===== src/rtl/lss_pkg.sv =====
package lss_pkg;
  typedef enum logic [2:0] {
    ST_IDLE,
    ST_EXPO,
    ST_XGAP,
    ST_READ,
    ST_EGAP
  } lss_state_e;
endpackage


===== src/rtl/lss_idle_mon.sv =====
module lss_idle_mon #(
  parameter int IDLE_LIMIT = 10_000_000
) (
  input  logic clk_i,
  input  logic rst_ni,
  input  logic idle_i,
  input  logic frame_end_i,
  input  logic flush_take_i,
  output logic flush_req_o
);
  localparam int CW = $clog2(IDLE_LIMIT + 1);
  localparam logic [CW-1:0] LIM = CW'(IDLE_LIMIT);

  logic [CW-1:0] cnt_q;
  logic          req_q;

  always_ff @(posedge clk_i or negedge rst_ni) begin
    if (!rst_ni) begin
      cnt_q <= '0;
      req_q <= 1'b1;   // sensor state unknown after reset
    end else begin
      if (frame_end_i)                 cnt_q <= '0;
      else if (idle_i && cnt_q != LIM) cnt_q <= cnt_q + 1'b1;
      if (flush_take_i)                        req_q <= 1'b0;
      else if (idle_i && cnt_q == LIM - 1'b1)  req_q <= 1'b1;
    end
  end

  assign flush_req_o = req_q;

  a_r11_flush_taken: assert property (@(posedge clk_i) disable iff (!rst_ni)
    flush_take_i |=> !flush_req_o);
endmodule


===== src/rtl/lss_ctrl.sv =====
module lss_ctrl
  import lss_pkg::*;
#(
  parameter int PULSES       = 2090,
  parameter int EXP_W        = 32,
  parameter int HALF_W       = 16,
  parameter int SET_W        = 8,
  parameter int EXP_MIN      = 500,
  parameter int HALF_MIN     = 25,
  parameter int GAP_CYC      = 500,
  parameter int FLUSH_FRAMES = 2,
  localparam int IDX_W = $clog2(PULSES),
  localparam int TW    = (EXP_W > HALF_W) ? EXP_W : HALF_W,
  localparam int FL_W  = $clog2(FLUSH_FRAMES + 1)
) (
  input  logic              clk_i,
  input  logic              rst_ni,
  input  logic              start_i,
  input  logic [EXP_W-1:0]  exp_len_i,
  input  logic [HALF_W-1:0] half_per_i,
  input  logic [SET_W-1:0]  settle_i,
  input  logic              flush_req_i,
  output logic              rog_no,
  output logic              ccd_clk_o,
  output logic              conv_o,
  output logic              rise_o,
  output logic              dummy_o,
  output logic [IDX_W-1:0]  idx_o,
  output logic              idle_o,
  output logic              flush_take_o,
  output logic              frame_end_o
);
  lss_state_e        st_q;
  logic [TW-1:0]     tmr_q, half_q, conv_at_q;
  logic [EXP_W-1:0]  exp_q;
  logic [IDX_W-1:0]  pcnt_q;
  logic [FL_W-1:0]   fl_left_q;
  logic              clk_q, dummy_q, tick;

  // clamped request parameters
  logic [HALF_W-1:0] half_eff;
  logic [EXP_W-1:0]  exp_eff;
  logic [TW-1:0]     h_ext, s_ext, s_eff;

  always_comb begin
    half_eff = (half_per_i < HALF_W'(HALF_MIN)) ? HALF_W'(HALF_MIN) : half_per_i;
    exp_eff  = (exp_len_i < EXP_W'(EXP_MIN)) ? EXP_W'(EXP_MIN) : exp_len_i;
    h_ext    = TW'(half_eff);
    s_ext    = TW'(settle_i);
    s_eff    = (s_ext >= h_ext) ? h_ext - 1'b1 : s_ext;  // strobe ends before next rise
  end

  assign tick = (tmr_q == '0);

  always_ff @(posedge clk_i or negedge rst_ni) begin
    if (!rst_ni) begin
      st_q      <= ST_IDLE;
      tmr_q     <= '0;
      half_q    <= TW'(HALF_MIN);
      conv_at_q <= '0;
      exp_q     <= EXP_W'(EXP_MIN);
      pcnt_q    <= '0;
      fl_left_q <= '0;
      clk_q     <= 1'b1;
      dummy_q   <= 1'b0;
    end else begin
      unique case (st_q)
        ST_IDLE: if (start_i) begin
          half_q    <= h_ext;
          conv_at_q <= h_ext - 1'b1 - s_eff;
          exp_q     <= exp_eff;
          if (flush_req_i) begin
            st_q      <= ST_READ;
            dummy_q   <= 1'b1;
            fl_left_q <= FL_W'(FLUSH_FRAMES - 1);
            tmr_q     <= h_ext - 1'b1;
          end else begin
            st_q  <= ST_EXPO;
            tmr_q <= TW'(exp_eff) - 1'b1;
          end
        end
        ST_EXPO: if (tick) begin
          st_q  <= ST_XGAP;
          tmr_q <= TW'(GAP_CYC - 1);
        end else tmr_q <= tmr_q - 1'b1;
        ST_XGAP: if (tick) begin
          st_q  <= ST_READ;
          tmr_q <= half_q - 1'b1;
        end else tmr_q <= tmr_q - 1'b1;
        ST_READ: if (tick) begin
          clk_q <= !clk_q;
          tmr_q <= half_q - 1'b1;
          if (!clk_q) begin
            if (pcnt_q == IDX_W'(PULSES - 1)) begin
              pcnt_q <= '0;
              st_q   <= ST_EGAP;
              tmr_q  <= TW'(GAP_CYC - 1);
            end else pcnt_q <= pcnt_q + 1'b1;
          end
        end else tmr_q <= tmr_q - 1'b1;
        ST_EGAP: if (tick) begin
          if (!dummy_q) st_q <= ST_IDLE;
          else if (fl_left_q == '0) begin
            dummy_q <= 1'b0;
            st_q    <= ST_EXPO;
            tmr_q   <= TW'(exp_q) - 1'b1;
          end else begin
            fl_left_q <= fl_left_q - 1'b1;
            st_q      <= ST_READ;
            tmr_q     <= half_q - 1'b1;
          end
        end else tmr_q <= tmr_q - 1'b1;
        default: st_q <= ST_IDLE;
      endcase
    end
  end

  assign rog_no       = (st_q != ST_EXPO);
  assign ccd_clk_o    = clk_q;
  assign rise_o       = (st_q == ST_READ) && !clk_q && tick;
  assign conv_o       = (st_q == ST_READ) && !clk_q && !dummy_q && (tmr_q == conv_at_q);
  assign dummy_o      = dummy_q;
  assign idx_o        = pcnt_q;
  assign idle_o       = (st_q == ST_IDLE);
  assign flush_take_o = (st_q == ST_IDLE) && start_i && flush_req_i;
  assign frame_end_o  = (st_q == ST_EGAP) && tick && !dummy_q;

  a_r4_idx_clear_outside_read: assert property (@(posedge clk_i) disable iff (!rst_ni)
    (st_q != ST_READ) |-> (pcnt_q == '0));
  a_r8_clk_high_in_gaps: assert property (@(posedge clk_i) disable iff (!rst_ni)
    (st_q == ST_EGAP || st_q == ST_XGAP) |-> clk_q);
endmodule


===== src/rtl/lss_sample.sv =====
module lss_sample #(
  parameter int DW     = 12,
  parameter int PULSES = 2090,
  localparam int IDX_W = $clog2(PULSES)
) (
  input  logic             clk_i,
  input  logic             rst_ni,
  input  logic             rise_i,
  input  logic             dummy_i,
  input  logic [IDX_W-1:0] idx_i,
  input  logic [DW-1:0]    adc_i,
  output logic             valid_o,
  output logic [DW-1:0]    data_o,
  output logic [IDX_W-1:0] idx_o,
  output logic             done_o
);
  always_ff @(posedge clk_i or negedge rst_ni) begin
    if (!rst_ni) begin
      valid_o <= 1'b0;
      data_o  <= '0;
      idx_o   <= '0;
      done_o  <= 1'b0;
    end else begin
      valid_o <= rise_i && !dummy_i;
      if (rise_i && !dummy_i) begin
        data_o <= adc_i;
        idx_o  <= idx_i;
      end
      done_o <= valid_o && (idx_o == IDX_W'(PULSES - 1));
    end
  end

  a_r6_idx_in_range: assert property (@(posedge clk_i) disable iff (!rst_ni)
    valid_o |-> (idx_o <= IDX_W'(PULSES - 1)));
endmodule


===== src/rtl/lin_sensor_seq.sv =====
module lin_sensor_seq #(
  parameter int DW           = 12,
  parameter int EXP_W        = 32,
  parameter int HALF_W       = 16,
  parameter int SET_W        = 8,
  parameter int PULSES       = 2090,
  parameter int EXP_MIN      = 500,
  parameter int HALF_MIN     = 25,
  parameter int GAP_CYC      = 500,
  parameter int FLUSH_FRAMES = 2,
  parameter int IDLE_LIMIT   = 10_000_000,
  localparam int IDX_W = $clog2(PULSES)
) (
  input  logic              clk_i,
  input  logic              rst_ni,
  input  logic              start_i,
  input  logic [EXP_W-1:0]  exp_len_i,
  input  logic [HALF_W-1:0] half_per_i,
  input  logic [SET_W-1:0]  settle_i,
  input  logic [DW-1:0]     adc_data_i,
  output logic              rog_no,
  output logic              ccd_clk_o,
  output logic              conv_o,
  output logic [DW-1:0]     pix_data_o,
  output logic [IDX_W-1:0]  pix_idx_o,
  output logic              pix_valid_o,
  output logic              frame_done_o
);
  logic             rise, dummy, idle, flush_take, frame_end, flush_req;
  logic [IDX_W-1:0] idx;

  lss_ctrl #(
    .PULSES(PULSES), .EXP_W(EXP_W), .HALF_W(HALF_W), .SET_W(SET_W),
    .EXP_MIN(EXP_MIN), .HALF_MIN(HALF_MIN), .GAP_CYC(GAP_CYC),
    .FLUSH_FRAMES(FLUSH_FRAMES)
  ) u_ctrl (
    .clk_i, .rst_ni, .start_i, .exp_len_i, .half_per_i, .settle_i,
    .flush_req_i(flush_req), .rog_no, .ccd_clk_o, .conv_o,
    .rise_o(rise), .dummy_o(dummy), .idx_o(idx), .idle_o(idle),
    .flush_take_o(flush_take), .frame_end_o(frame_end)
  );

  lss_idle_mon #(.IDLE_LIMIT(IDLE_LIMIT)) u_idle (
    .clk_i, .rst_ni, .idle_i(idle), .frame_end_i(frame_end),
    .flush_take_i(flush_take), .flush_req_o(flush_req)
  );

  lss_sample #(.DW(DW), .PULSES(PULSES)) u_smp (
    .clk_i, .rst_ni, .rise_i(rise), .dummy_i(dummy), .idx_i(idx),
    .adc_i(adc_data_i), .valid_o(pix_valid_o), .data_o(pix_data_o),
    .idx_o(pix_idx_o), .done_o(frame_done_o)
  );

  a_r2_clk_high_expo: assert property (@(posedge clk_i) disable iff (!rst_ni)
    !rog_no |-> ccd_clk_o);
  a_r6_valid_on_high: assert property (@(posedge clk_i) disable iff (!rst_ni)
    pix_valid_o |-> ccd_clk_o);
  a_r5_conv_on_low: assert property (@(posedge clk_i) disable iff (!rst_ni)
    conv_o |-> (!ccd_clk_o && rog_no));
endmodule


===== config.mk =====
export PLATFORM = sky130hd
export DESIGN_NAME = lin_sensor_seq
export DESIGN_NICKNAME = d
export VERILOG_FILES = /design/src/rtl/lss_pkg.sv /design/src/rtl/lss_idle_mon.sv /design/src/rtl/lss_ctrl.sv /design/src/rtl/lss_sample.sv /design/src/rtl/lin_sensor_seq.sv
export SDC_FILE = /design/constraint.sdc
export NUM_CORES = 1
export LEC_CHECK = 0
export ABC_CLOCK_PERIOD_IN_PS = 6900
export BUFFER_PORTS_ARGS = -buffer_cell sky130_fd_sc_hd__buf_2
export CAP_MARGIN = 5
export CORE_ASPECT_RATIO = 2
export CORE_MARGIN = 2
export CORE_UTILIZATION = 45
export DETAILED_ROUTE_END_ITERATION = 6
export PLACE_DENSITY = 0.66
export SYNTH_ARGS = -nofsm -noshare
export SYNTH_HDL_FRONTEND = slang
export SYNTH_SLANG_ARGS = --single-unit

===== constraint.sdc =====
create_clock -name clk_i -period 6.9 [get_ports clk_i]
set_input_delay 0.345 -clock clk_i [delete_from_list [all_inputs] [get_ports clk_i]]
set_output_delay 0.345 -clock clk_i [all_outputs]
set_load 0.02 [all_outputs]

==> results <==
- The clock slew at the register clock pins of the worst setup and hold paths is 0.08 ns.
- In the post-synthesis netlist, the cell with the most instances is nand2_1.
- Measured against its own limit, the worst slew margin works out to between 15 and 20%.
- After detailed routing, the average wire length per cell comes to 22.6 µm.
- The number of violations reported at the end of detailed-routing iteration 0 is 1,048.
- The number of antenna violations at the first check in global routing is 0.
- The number of buffers and inverters on the critical path is 3.
- The top cell type by area accounts for 34.7% of the synthesized area.
- The power density over the cells is around 180 mW/mm².
- The average instance area after synthesis is between 8 and 9 µm².
- Setup repair after global routing left no endpoint under its margin.
- The worst reg-to-reg setup slack is ~2.8 ns.
- The flip-flop and latch area is 0.00457 mm².
- Of the cells placed in the final design, the portion with a size suffix greater than 1 is 14.0%.
- Walking the worst path, the cells encountered are buf_2, or4_1, nor4_4, a21oi_1, inv_1, ha_1, nand2b_1, a21o_1, a21o_1, a211oi_1, o21ai_0, o2111a_1, mux2i_1, ha_1, nor2b_1, o21ai_0, a21oi_1, o41ai_1, buf_4, nand2_1, nor3_1, a21o_1.
- Setup violations remaining at the end of the flow were counted as 0.
- Among all stages on the critical path, the largest delay is contributed by nor3_1.
- The CTS tree is yes.
- The leakage power is 6.21 nW.
- For this run, the number of standard cells in the final layout without fillers is 1,870.
- For this run, the register share of the synthesized area comes to 37.1%.
- The remaining antenna violation count is 0.
- The post-cts sizing count is 0.
- Detailed placement ended at an HPWL of 31,700 µm.
- The routability congestion estimate is 1.02.
- The synthesis-stage register bit count is between 150 and 200.
- The number of warnings printed during yosys synthesis is 0.
- The number of placement rows is 85.
- The final count of pins violating max slew was 0.
- The multi-input combinational cells in the finished layout cover a total of 0.00737 mm².
- The synthesized netlist cell count is 1,451.
- By area the synthesized netlist is led by dfrtp_1, xnor2_1, nand2_1.
- The number of buffers added on ports is a little under 100.
- The layout net count is 1,608.
- The clock sink count is 182.
- After synthesis, the share of flip-flops with an asynchronous set or reset is 100%.
- Fill cells in the final layout number 2,594.
- The worst-margin pin slew is 1.27 ns.
- The quantity of hold-fixing buffers added after cts is 0.
- The first global-routing pass estimated 64,700 µm of wire.
- The initial standard-cell utilization of the core is 45.8%.
- After detailed routing, the number of vias per cell comes to 6.29.
- The number of max-cap violations is 0.
- The run finished with clean final reports.
- The TritonCTS buffer count is 17.
- Global routing consumed, over all layers together, 29.6% of the routing resources.
- The cell that appears most often on the critical path is a21o_1.
- The critical path required time is roughly 7.3 ns.
- The signal arrival time at the worst endpoint is 5.78 ns.
- The post-layout utilization of the core is 50.8%.
- The number of unique standard cell types used by synthesis is 80.
- The root buffer cell chosen for the clock tree is clkbuf_16.
- The number of global-route vias before repair is 11,746.
- The post-route total power is 2.40 mW.
- The number of failing hold endpoints at the final stage is 0.
- The clock period could shrink to 5.38 ns.
- By startpoint and endpoint, the worst setup path is classified as in2reg.
- The maximum VDD drop is 127 µV.
- Entering global routing, the biggest net connects 106 pins.
- The first detailed-routing pass ran for 6 iterations.
- The synthesized design contains 0 enable-type register cells.
- With fillers left out, the area of the finished cells amounts to around 0.014 mm².
- For this run, the slowest stage of the critical path takes approximately 0.7 ns.
- The area of the core region is 0.0269 mm².
- When the netlist entered floorplanning its net count stood at between 1,500 and 2,000.
- For this run, the leading register cell type out of synthesis is dfrtp_1.
- The worst hold-check path type is in2async.
- The worst setup path is launched from an input port.
- The floorplan step set the die width to 121 µm.
- The largest clock skew in the final design is 0.0158 ns.
- The startpoint of the worst-slack reg-to-reg timing path is u_ctrl.tmr_q[6]$_DFFE_PN0P_.
- The setup TNS is 0 ns.
- The post-CTS setup buffer count is 0.
- From synthesis to final layout, the design area changed by 10.8%.
- The number of H-tree levels is 4.
- The instance area at placement is 0.0131 mm².
- The largest fanout on the critical path is 10.
- The number of diodes added for antenna fixing is 0.
- The cell count after placement is 1,838.
- The endpoint of the worst-slack reg-to-reg timing path is u_ctrl.tmr_q[6]$_DFFE_PN0P_.
- Sorting the synthesized cells by how often they occur yields nand2_1, dfrtp_1, nor2_1.
- The maximum clock frequency is approximately 0.19 GHz.
- The worst setup path is captured at a register.
- The share of the clock period used by the worst path is between 70 and 80%.
- The biggest area contributor in the post-synthesis netlist is dfrtp_1.
- The routed layout has ~12,000 vias.
- The number of cells on the worst reg-to-reg path is 7.
- The category of cells accounting for the largest share of critical-path delay is simple AND/OR/NAND/NOR gates.
- The area enclosed by the die boundary is about 0.029 mm².
- In this run the vertical extent of the chip is 238 µm.
- The post-route DRC violation count is 0.
- The clock latency reported for the late side of the worst-skew pair is approximately 0.46 ns.
- The top-level I/O count is 100.
- The post-synth design cell area is 0.0123 mm².
- The longest clock path from root to sink contains 2 buffers.
- The total wire length is 42,300 µm.
- The global route total overflow is 0.
-- worst max path at each step --
stage | end | slack (ns) | cells after the start | startpoint
after floorplan | u_ctrl.conv_at_q[16]$_DFFE_PN0P_ | 1.57 | 21 | half_per_i[9]
after detailed placement | u_ctrl.conv_at_q[24]$_DFFE_PN0P_ | 1.06 | 23 | half_per_i[9]
after CTS | u_ctrl.conv_at_q[24]$_DFFE_PN0P_ | 1.55 | 23 | half_per_i[9]
after global placement | u_ctrl.conv_at_q[24]$_DFFE_PN0P_ | 1.16 | 23 | half_per_i[9]
final | u_ctrl.conv_at_q[20]$_DFFE_PN0P_ | 1.52 | 22 | half_per_i[9]
after global routing | u_ctrl.conv_at_q[20]$_DFFE_PN0P_ | 1.03 | 23 | half_per_i[9]
-- placed cells by master, fill, tap and decap left out, types with 11 or more instances in the layout --
cell	n
nor3_1	57
clkbuf_16	17
nor2_1	125
nand2_1	205
ha_1	27
o21ai_0	87
a31oi_1	16
a21oi_1	70
mux2i_1	15
nor4b_1	11
nor4_1	41
nand2b_1	11
buf_2	98
a21o_1	20
nand3_1	44
xor2_1	57
or4_1	21
nand4_1	26
dfstp_2	11
or2_2	12
dfrtp_1	171
o211ai_1	12
or3_1	29
mux2_2	25
xnor2_1	91
inv_1	27
buf_4	15
-- registers in the layout (all words and copies together), names as in the netlist, 2 cells and up --
signal	cells
u_ctrl.exp_q	32
u_ctrl.st_q	3
u_ctrl.half_q	16
u_smp.data_o	12
u_smp.idx_o	12
u_ctrl.idx_o	12
u_ctrl.conv_at_q	32
u_ctrl.fl_left_q	2
u_ctrl.tmr_q	32
u_idle.cnt_q	24
-- worst reg2reg max path, cell delays in order, from the launching register on --
cell and delay (ns):
dfrtp_1 0.47, or4_1 0.61, nor3_1 0.67, and3_1 0.95, o21ai_2 0.60, nand2_1 0.33, a221oi_1 0.08, a221o_1 0.31
-- layout make-up --
type	count	share of cell area (%)
Inverter	29	0.797
Multi-Input combinational cell	1165	53.9
Clock buffer	19	3.24
Timing Repair Buffer	114	4.52
Sequential cell	182	33.4
Clock inverter	13	0.888
Tap cell	348	3.19
-- per-layer routing --
| metal | vias to the layer above | wire length, µm | global-route usage, % |
|---|---|---|---|
| li1 | 5372 | - | - |
| met1 | 5665 | 14200 | 29.3 |
| met2 | 517 | 21600 | 52.0 |
| met3 | 204 | 2300 | 5.40 |
| met4 | 0 | 4270 | 25.5 |
| met5 | - | 0 | 0 |
-- logic make-up after synthesis --
logic type	after synthesis	synth area share [%]
compound gates	311	16.4
xor+xnor	148	10.5
fa+ha+maj	28	2.90
buf+inv	104	3.37
flops	182	37.1
mux	40	3.50
simple gates	638	26.3
-- stage by stage --
step	setup slack, ns	hold WS (ns)
6_report	1.52	0.0150
5_1_grt	1.03	0.0705
4_1_cts	1.55	0.0340
3_5_place_dp	1.06	0.471
3_3_place_gp	1.16	0.463
2_1_floorplan	1.57	0.0494
-- where the power goes --
part / leakage [nW] / internal [mW] / switching [mW]
clock network: 0.275 / 0.511 / 0.461
logic: 3.51 / 0.107 / 0.151
registers: 2.42 / 1.09 / 0.0727
total: 6.21 / 1.71 / 0.685
Note: power is estimated with default switching activity, not from simulation.
